### src/rtl/fu_pkg.sv
package fu_pkg;

    typedef enum logic [1:0] {
        Y_ZERO = 2'b00,
        Y_B    = 2'b01,
        Y_NOTB = 2'b10,
        Y_ONES = 2'b11
    } ysel_t;

    typedef enum logic [1:0] {
        UNIT_ARITH,
        UNIT_LOGIC,
        UNIT_SHIFT,
        UNIT_NONE
    } unit_t;

    typedef struct packed {
        unit_t      unit;
        ysel_t      ysel;
        logic       cin;
        logic [1:0] sub;
    } fu_ctrl_t;

endpackage

### src/rtl/fu_decode.sv
module fu_decode
    import fu_pkg::*;
(
    input  logic [3:0] op,
    output fu_ctrl_t   ctrl
);

    always_comb begin
        ctrl.ysel = ysel_t'(op[2:1]);
        ctrl.cin  = op[0];
        ctrl.sub  = op[1:0];
        unique case (op[3:2])
            2'b00, 2'b01: ctrl.unit = UNIT_ARITH;
            2'b10:        ctrl.unit = UNIT_LOGIC;
            default:      ctrl.unit = (op[1:0] == 2'b11) ? UNIT_NONE : UNIT_SHIFT;
        endcase
    end

endmodule

### src/rtl/fu_arith.sv
module fu_arith
    import fu_pkg::*;
#(
    parameter int W = 8
) (
    input  logic [W-1:0] a,
    input  logic [W-1:0] b,
    input  ysel_t        ysel,
    input  logic         cin,
    output logic [W-1:0] g,
    output logic         carry,
    output logic         ovf
);

    localparam int MSB = W - 1;

    logic [W-1:0] y;
    logic [W:0]   full;
    logic [MSB:0] low;

    always_comb begin
        unique case (ysel)
            Y_ZERO:  y = '0;
            Y_B:     y = b;
            Y_NOTB:  y = ~b;
            default: y = '1;
        endcase
    end

    assign full  = {1'b0, a} + {1'b0, y} + {{W{1'b0}}, cin};
    assign g     = full[W-1:0];
    assign carry = full[W];

    // carry into the sign position: add the lower bits only
    assign low   = {1'b0, a[MSB-1:0]} + {1'b0, y[MSB-1:0]} + {{MSB{1'b0}}, cin};
    assign ovf   = carry ^ low[MSB];

endmodule

### src/rtl/fu_logic.sv
module fu_logic #(
    parameter int W = 8
) (
    input  logic [W-1:0] a,
    input  logic [W-1:0] b,
    input  logic [1:0]   sel,
    output logic [W-1:0] out
);

    always_comb begin
        unique case (sel)
            2'b00:   out = a & b;
            2'b01:   out = a | b;
            2'b10:   out = a ^ b;
            default: out = ~a;
        endcase
    end

endmodule

### src/rtl/fu_shift.sv
module fu_shift #(
    parameter int W = 8
) (
    input  logic [W-1:0] b,
    input  logic [1:0]   sel,
    input  logic         fill_r,
    input  logic         fill_l,
    output logic [W-1:0] out
);

    always_comb begin
        unique case (sel)
            2'b00:   out = b;
            2'b01:   out = {fill_r, b[W-1:1]};
            2'b10:   out = {b[W-2:0], fill_l};
            default: out = '0;
        endcase
    end

endmodule

### src/rtl/func_unit.sv
module func_unit
    import fu_pkg::*;
#(
    parameter int W = 8
) (
    input  logic [W-1:0] a_bus,
    input  logic [W-1:0] b_bus,
    input  logic [3:0]   op,
    output logic [W-1:0] res,
    output logic         ovf,
    output logic         cout,
    output logic         neg,
    output logic         zero
);

    localparam int MSB = W - 1;

    fu_ctrl_t     ctrl;
    logic [W-1:0] g_arith;
    logic [W-1:0] g_logic;
    logic [W-1:0] g_shift;
    logic         c_arith;
    logic         v_arith;

    fu_decode u_dec (
        .op   (op),
        .ctrl (ctrl)
    );

    fu_arith #(.W(W)) u_arith (
        .a     (a_bus),
        .b     (b_bus),
        .ysel  (ctrl.ysel),
        .cin   (ctrl.cin),
        .g     (g_arith),
        .carry (c_arith),
        .ovf   (v_arith)
    );

    fu_logic #(.W(W)) u_logic (
        .a   (a_bus),
        .b   (b_bus),
        .sel (ctrl.sub),
        .out (g_logic)
    );

    fu_shift #(.W(W)) u_shift (
        .b      (b_bus),
        .sel    (ctrl.sub),
        .fill_r (1'b0),
        .fill_l (1'b0),
        .out    (g_shift)
    );

    always_comb begin
        res  = '0;
        ovf  = 1'b0;
        cout = 1'b0;
        neg  = 1'b0;
        zero = 1'b0;
        unique case (ctrl.unit)
            UNIT_ARITH: begin
                res  = g_arith;
                ovf  = v_arith;
                cout = c_arith;
            end
            UNIT_LOGIC: res = g_logic;
            UNIT_SHIFT: res = g_shift;
            default:    res = '0;
        endcase
        if (ctrl.unit != UNIT_NONE) begin
            neg  = res[MSB];
            zero = (res == '0);
        end
    end

endmodule

### config.mk
export PLATFORM = sky130hd
export DESIGN_NAME = func_unit
export DESIGN_NICKNAME = d
export VERILOG_FILES = /design/src/rtl/fu_pkg.sv /design/src/rtl/fu_decode.sv /design/src/rtl/fu_arith.sv /design/src/rtl/fu_logic.sv /design/src/rtl/fu_shift.sv /design/src/rtl/func_unit.sv
export SDC_FILE = /design/constraint.sdc
export NUM_CORES = 1
export LEC_CHECK = 0
export BUFFER_PORTS_ARGS = -buffer_cell sky130_fd_sc_hd__buf_2
export CAP_MARGIN = 20
export CORE_UTILIZATION = 58
export DETAILED_ROUTE_END_ITERATION = 10
export GPL_TIMING_DRIVEN = 1
export PLACE_DENSITY_LB_ADDON = 0.2
export REMOVE_ABC_BUFFERS = 1
export SLEW_MARGIN = 20
export SYNTH_ARGS = -nofsm -noshare
export SYNTH_HDL_FRONTEND = slang
export SYNTH_SLANG_ARGS = --single-unit
export TNS_END_PERCENT = 5
### constraint.sdc
create_clock -name vclk -period 3.6
set_input_delay 0.54 -clock vclk [all_inputs]
set_output_delay 0.54 -clock vclk [all_outputs]
set_load 0.02 [all_outputs]
==> summary.md, run 1 <==
| Metric | Value |
|---|---|
| CP Class | primary input to output port |
| Final Instance Area | ~0.0015 mm2 |
| Final WL | around 3400 um |
| Placed Instance Area | ~0.0015 mm2 |
| I/O Buffers | 32 |
| Endpoint with the worst hold slack | ovf |
| Leakage | 0.000768 uW |
| Routability Congestion | about 0.85 |
| Commonest cells in the netlist | inv_1, ha_1, o21ai_0 |
| Critical Path, Cell by Cell | buf_2 -> nand2_1 -> a21boi_0 -> fa_2 -> fa_1 -> nor2b_2 -> o31a_1 -> nor3_1 -> a311oi_1 -> o21ai_1 -> nor4_2 -> buf_2 |
| First-pass GRT wire length | around 5800 um |
| Hold Crit Class | primary input to output port |
| Status | completed |
| Final Hold Fails | 0 |
| Die Width | 49.3 um |
| Hold_sp | op[3] |
| Fin crit share | 0.966 |
| Sw power | around 150 uW |
| DP Worst Slack | between 6 and 7 ps |
| Seq cells | 0 |
| Fmax | between 0.2 and 0.3 GHz |
| Fillers | between 150 and 200 |
| Max stage delay on crit path | between 400 and 500 ps |
| Mean Syn Cell Area | ~7.3 um2 |
| Synth Warn # | 0 |
| Post-route ant nets | 0 |
| Max cap viols | 0 |
| Hold-critical path depth | 3 |
| Peak VDD IR | 0.109 mV |
| Top Ports | 32 |
| Via Count | roughly 1.4k |
| Tot GR Track Use | 0.295 |
| Cell mode on critical path | buf_2 |
| Number of global-route vias before repair | 1312 |
| WP data arrival | 2940 ps |
| Antenna violations before repair | 0 |
| Slowest-stage cell, CP | fa_1 |
| Crit path max fanout | 3 |
| Syn Inst Count | around 180 |
| Synth top area share | 0.222 |
| Logic pwr share | 1.000 |
| Area of the multi-input gates | 0.00116 mm2 |
| Fraction of layout cells with a size suffix above 1 | 0.245 |
| Core ar. | 0.00202 mm2 |
| WL/cell | roughly 14 um |
| Clk pwr share | 0 |
| Ranking of synthesized cells by area | ha_1, mux4_2, o21ai_0 |
| DRC viols | 0 |
| Sw frac | 0.578 |
| Clock buffers | 0 |
| Die area | between 0.002 and 0.0025 mm2 |
| Setup ws final | approximately 120 ps |
| Gr ovfl total | 0 |
| Post-Syn Area | 0.00130 mm2 |
| Tmin final | ~3500 ps |
| Crit path max-delay family | adder cells |
| Hold-fix buffers, CTS | 0 |
| Bufs and invs on worst path | 2 |
| Nets | 255 |
| Vias/cell | between 5 and 6 |
| Worst-margin pin slew | about 400 ps |
| Area grow syn2layout | 17.4% |
| Worst slew margin | 0.733 |
| Chip Height | approximately 49 um |
| Cell Pwr Density | between 150 and 200 mW/mm2 |
| Cell variety after synth | 36 |
| Initial Util | 0.641 |
| Most frequent cell after synthesis | inv_1 |
| Flop pwr share | 0 |
| P_int | between 100 and 150 uW |
| Setup crit start kind | primary input |
| Post-synth top area cell | ha_1 |
| Num rows | 16 |
| Post-synthesis sequential area ratio | 0 |
| Number of diodes | 0 |
| Hpwl dp | 2650 um |
| Register area | 0 um2 |
| Initial DRT Pass Iterations | 4 |
| Max-slew violations | 0 |
| Setup-failing EPs final | 0 |
| Initial drt markers | 40 |
| Largest net degree at the start of global routing | 31 |
| Endpoint class of the critical path | output port |
| Worst endpoint required time | about 3000 ps |
## area by class of cell
cell class	count	share of cell area
Multi-Input combinational cell	141	0.762
Timing Repair Buffer	41	0.152
Inverter	26	0.0641
Tap cell	27	0.0222
## cell families after synthesis
kind of cell,after synthesis,synth area share
buffers and inverters,36,0.114
muxes,16,0.181
adders and majority gates,25,0.253
and+or+nand+nor,42,0.165
AOI/OAI and AO/OA,55,0.266
xor gates and xnor gates,3,0.0203
## metrics by stage
stage	hold slack [ps]	std cells	power, uW	setup TNS (ps)	util
2_1_floorplan	1160	167	163	0	-
3_3_place_gp	1550	235	245	0	0.746
3_5_place_dp	1570	235	256	0	0.746
4_1_cts	1570	235	257	0	0.746
5_1_grt	1610	235	290	-1.36	0.752
6_report	1590	235	264	0	0.752
## tightest hold or removal path, stage by stage
cell,delay [ps]
buf_2,250
nor2_1,100
buf_2,160
## placed cells by master (no fill, tap or decap), types with 4 or more instances in the layout
| cell | instances |
|---|---|
| nor3_1 | 4 |
| a21oi_1 | 7 |
| buf_4 | 8 |
| nand2_1 | 13 |
| mux2i_1 | 10 |
| inv_1 | 26 |
| buf_2 | 32 |
| mux4_2 | 6 |
| nor2_1 | 10 |
| ha_1 | 23 |
| o21ai_0 | 19 |
| o211ai_1 | 8 |
## per-layer routing
metal | wire, um | vias up | GRT usage | share of wire
met2 | 1580 | 56 | 0.511 | 0.47
li1 | - | 698 | - | -
met1 | 1540 | 641 | 0.392 | 0.45
met3 | 205 | 8 | 0.0156 | 0.060
met5 | 0 | - | 0 | 0
met4 | 73 | 0 | 0.0735 | 0.021
## power by group through the flow
stage | clock (uW) | combinational [uW] | sequential, uW
4_1_cts | 0 | 257 | 0
2_1_floorplan | 0 | 163 | 0
3_5_place_dp | 0 | 256 | 0
6_report | 0 | 264 | 0
5_1_grt | 0 | 290 | 0
3_3_place_gp | 0 | 245 | 0
## how the worst max path moves through the flow
| stage | startpoint | to | slack [ps] | cells past startpoint |
|---|---|---|---|---|
| CTS | op[2] | zero | 80 | 12 |
| detailed placement | op[2] | zero | 6 | 12 |
| finish | op[1] | zero | 120 | 12 |
| floorplan | op[1] | zero | 60 | 10 |
| global placement | op[2] | zero | 60 | 12 |
| global route | b_bus[1] | zero | -1 | 12 |
## timing repair
action | CTS | global route
resized for setup | 1 | 6
pin swaps | 0 | 0
buffers inserted | 0 | 0
endpoints found under the setup margin | 1 | 2
(Power assumes the default switching activity.)
==> run 2, diff against run 1 <==
BUFFER_PORTS_ARGS = -buffer_cell sky130_fd_sc_hd__clkbuf_2   (was -buffer_cell sky130_fd_sc_hd__buf_2)
CORE_UTILIZATION = 59   (was 58)
SYNTH_HIERARCHICAL = 1   (was default)
==> summary.md, run 2 <==
| Metric | Value |
|---|---|
| Status | finished, violations left |
| Failing checks | setup timing |
| Unrepaired setup endpoints after global routing | true |
| Area of the multi-input gates | approximately 0.0013 mm2 |
| Flop pwr share | 0 |
| Num rows | 18 |
| Hold-critical path depth | 5 |
| Hold Crit Class | primary input to output port |
| Gr ovfl total | 0 |
| Seq cells | 0 |
| Post-Syn Area | 0.00153 mm2 |
| Cell variety after synth | 44 |
| Worst-margin pin slew | around 550 ps |
| Mean Syn Cell Area | between 8 and 9 um2 |
| First-pass GRT wire length | approximately 6400 um |
| Max cap viols | 0 |
| Hold_sp | op[3] |
| Fillers | 168 |
| Initial Util | 0.619 |
| Synth Warn # | 6 |
| Endpoint class of the critical path | output port |
| Aggregate negative setup slack | -216 ps |
| Leakage | 0.00104 uW |
| Via Count | 1574 |
| Clock buffers | 0 |
| Initial drt markers | 44 |
| P_int | about 190 uW |
| Sw power | roughly 210 uW |
| Die Width | about 53 um |
| Post-synth top area cell | ha_1 |
| Setup crit start kind | primary input |
| Cell Pwr Density | about 200 mW/mm2 |
| Register area | 0 um2 |
| Crit path max fanout | 2 |
| Fmax | ~0.26 GHz |
| Finished Core Util | 0.802 |
| Fraction of layout cells with a size suffix above 1 | 0.427 |
| Setup ws final | -207 ps |
| Number of global-route vias before repair | approximately 1.5k |
| CP Class | primary input to output port |
| Final WL | around 4200 um |
| Worst slew margin | 0.632 |
| DRC viols | 0 |
| Routability Congestion | approximately 0.9 |
| Tmin final | roughly 3800 ps |
| Largest net degree at the start of global routing | 26 |
| Antenna violations before repair | 0 |
| Max-slew violations | 0 |
| Syn Inst Count | approximately 180 |
| Commonest cells in the netlist | inv_1, ha_1, mux2i_1 |
| Vias/cell | just under 6 |
| Fin crit share | 1.06 |
| Most frequent cell after synthesis | inv_1 |
| Area grow syn2layout | 29.4% |
| Ranking of synthesized cells by area | ha_1, mux4_2, mux2i_1 |
| Tot GR Track Use | 0.304 |
| Worst endpoint required time | between 3000 and 4000 ps |
| Sw frac | 0.517 |
| Commonest non-fill, non-tap cell in the layout | buf_4 |
| Setup-failing EPs final | 2 |
| WL/cell | around 15 um |
| Post-route ant nets | 0 |
| Top Ports | 32 |
| Nets | between 200 and 300 |
| I/O Buffers | 32 |
| Setup crit start | b_bus[0] |
| Peak VDD IR | around 0.14 mV |
| Clk pwr share | 0 |
| Chip Height | about 53 um |
| Core ar. | 0.00248 mm2 |
| Final Hold Fails | 0 |
| Endpoint with the worst hold slack | ovf |
| Synth top area share | 0.188 |
| WP data arrival | roughly 3300 ps |
| Post-synthesis sequential area ratio | 0 |
| Logic pwr share | 1.000 |
| Die area | 0.00281 mm2 |
| Number of diodes | 0 |
| Most frequent cells in the layout | buf_4, clkbuf_2, inv_1 |
| Initial DRT Pass Iterations | 4 |
| Hpwl dp | ~3400 um |
run 2: cell count changes in the layout (fill, tap and decap cells not counted), sizes merged, moves of 7 or more:
cell,delta
o21ai,-7
o211ai,-7
mux2,+8
clkbuf,+30
nor2,-7
run 2: per-stage QoR:
stage                     cell area (um2)  total power [uW]  instances  worst slack, ps  hold WS (ps)
after floorplan                      1420               216        164             -418          1440
after CTS                            1960               382        270             -306          1750
after global placement               1930               354        267             -351          1710
after global routing                 1990               428        271             -316          1780
after detailed placement             1930               370        267             -489          1730
final                                1990               397        271             -207          1770
run 2: cell type report:
cell class / count / share of cell area
Timing Repair Buffer: 77 / 0.252
Tap cell: 30 / 0.0189
Multi-Input combinational cell: 137 / 0.678
Inverter: 27 / 0.0510
run 2: per-layer routing:
metal  share of wire  wire [um]  global-route usage  up-vias
met5               0          0                   0        -
met4          0.0026         11              0.0307        0
met3           0.030        123             0.00575        2
met2            0.53       2220               0.601       40
met1            0.43       1800               0.369      763
li1                -          -                   -      769
run 2: kinds of logic after synthesis:
family	Yosys count	share of synthesized area
AO/OA/AOI/OAI	42	0.204
multiplexers	32	0.281
other	1	0.00244
AND/OR/NAND/NOR	30	0.122
buffers and inverters	40	0.143
adder cells (fa/ha/maj)	25	0.214
XOR/XNOR	6	0.0343
run 2: worst max-delay path: stages:
cell	delay [ps]
clkbuf_2	100
mux2_4	300
fa_2	350
fa_2	350
a21o_1	210
a221oi_4	270
xnor2_1	120
mux2i_1	180
o2bb2ai_2	90
or4_4	440
nor4_4	140
buf_4	170
run 2: worst max path at each step:
stage,endpoint,cells after the start
CTS,zero,12
detailed placement,zero,12
floorplan,zero,10
finish,zero,12
global placement,zero,12
global route,zero,13
run 2: repair_timing:
| item | in CTS | in global routing |
|---|---|---|
| pin swaps | 6 | 5 |
| setup endpoints to repair | 2 | 4 |
| hold buffers | 0 | 0 |
| resized for setup | 5 | 5 |
| buffers inserted | 3 | 1 |
run 2: power groups by stage:
stage | Clock [uW] | Combinational, uW | Sequential (uW)
2_1_floorplan | 0 | 216 | 0
3_3_place_gp | 0 | 354 | 0
3_5_place_dp | 0 | 370 | 0
4_1_cts | 0 | 382 | 0
5_1_grt | 0 | 428 | 0
6_report | 0 | 397 | 0
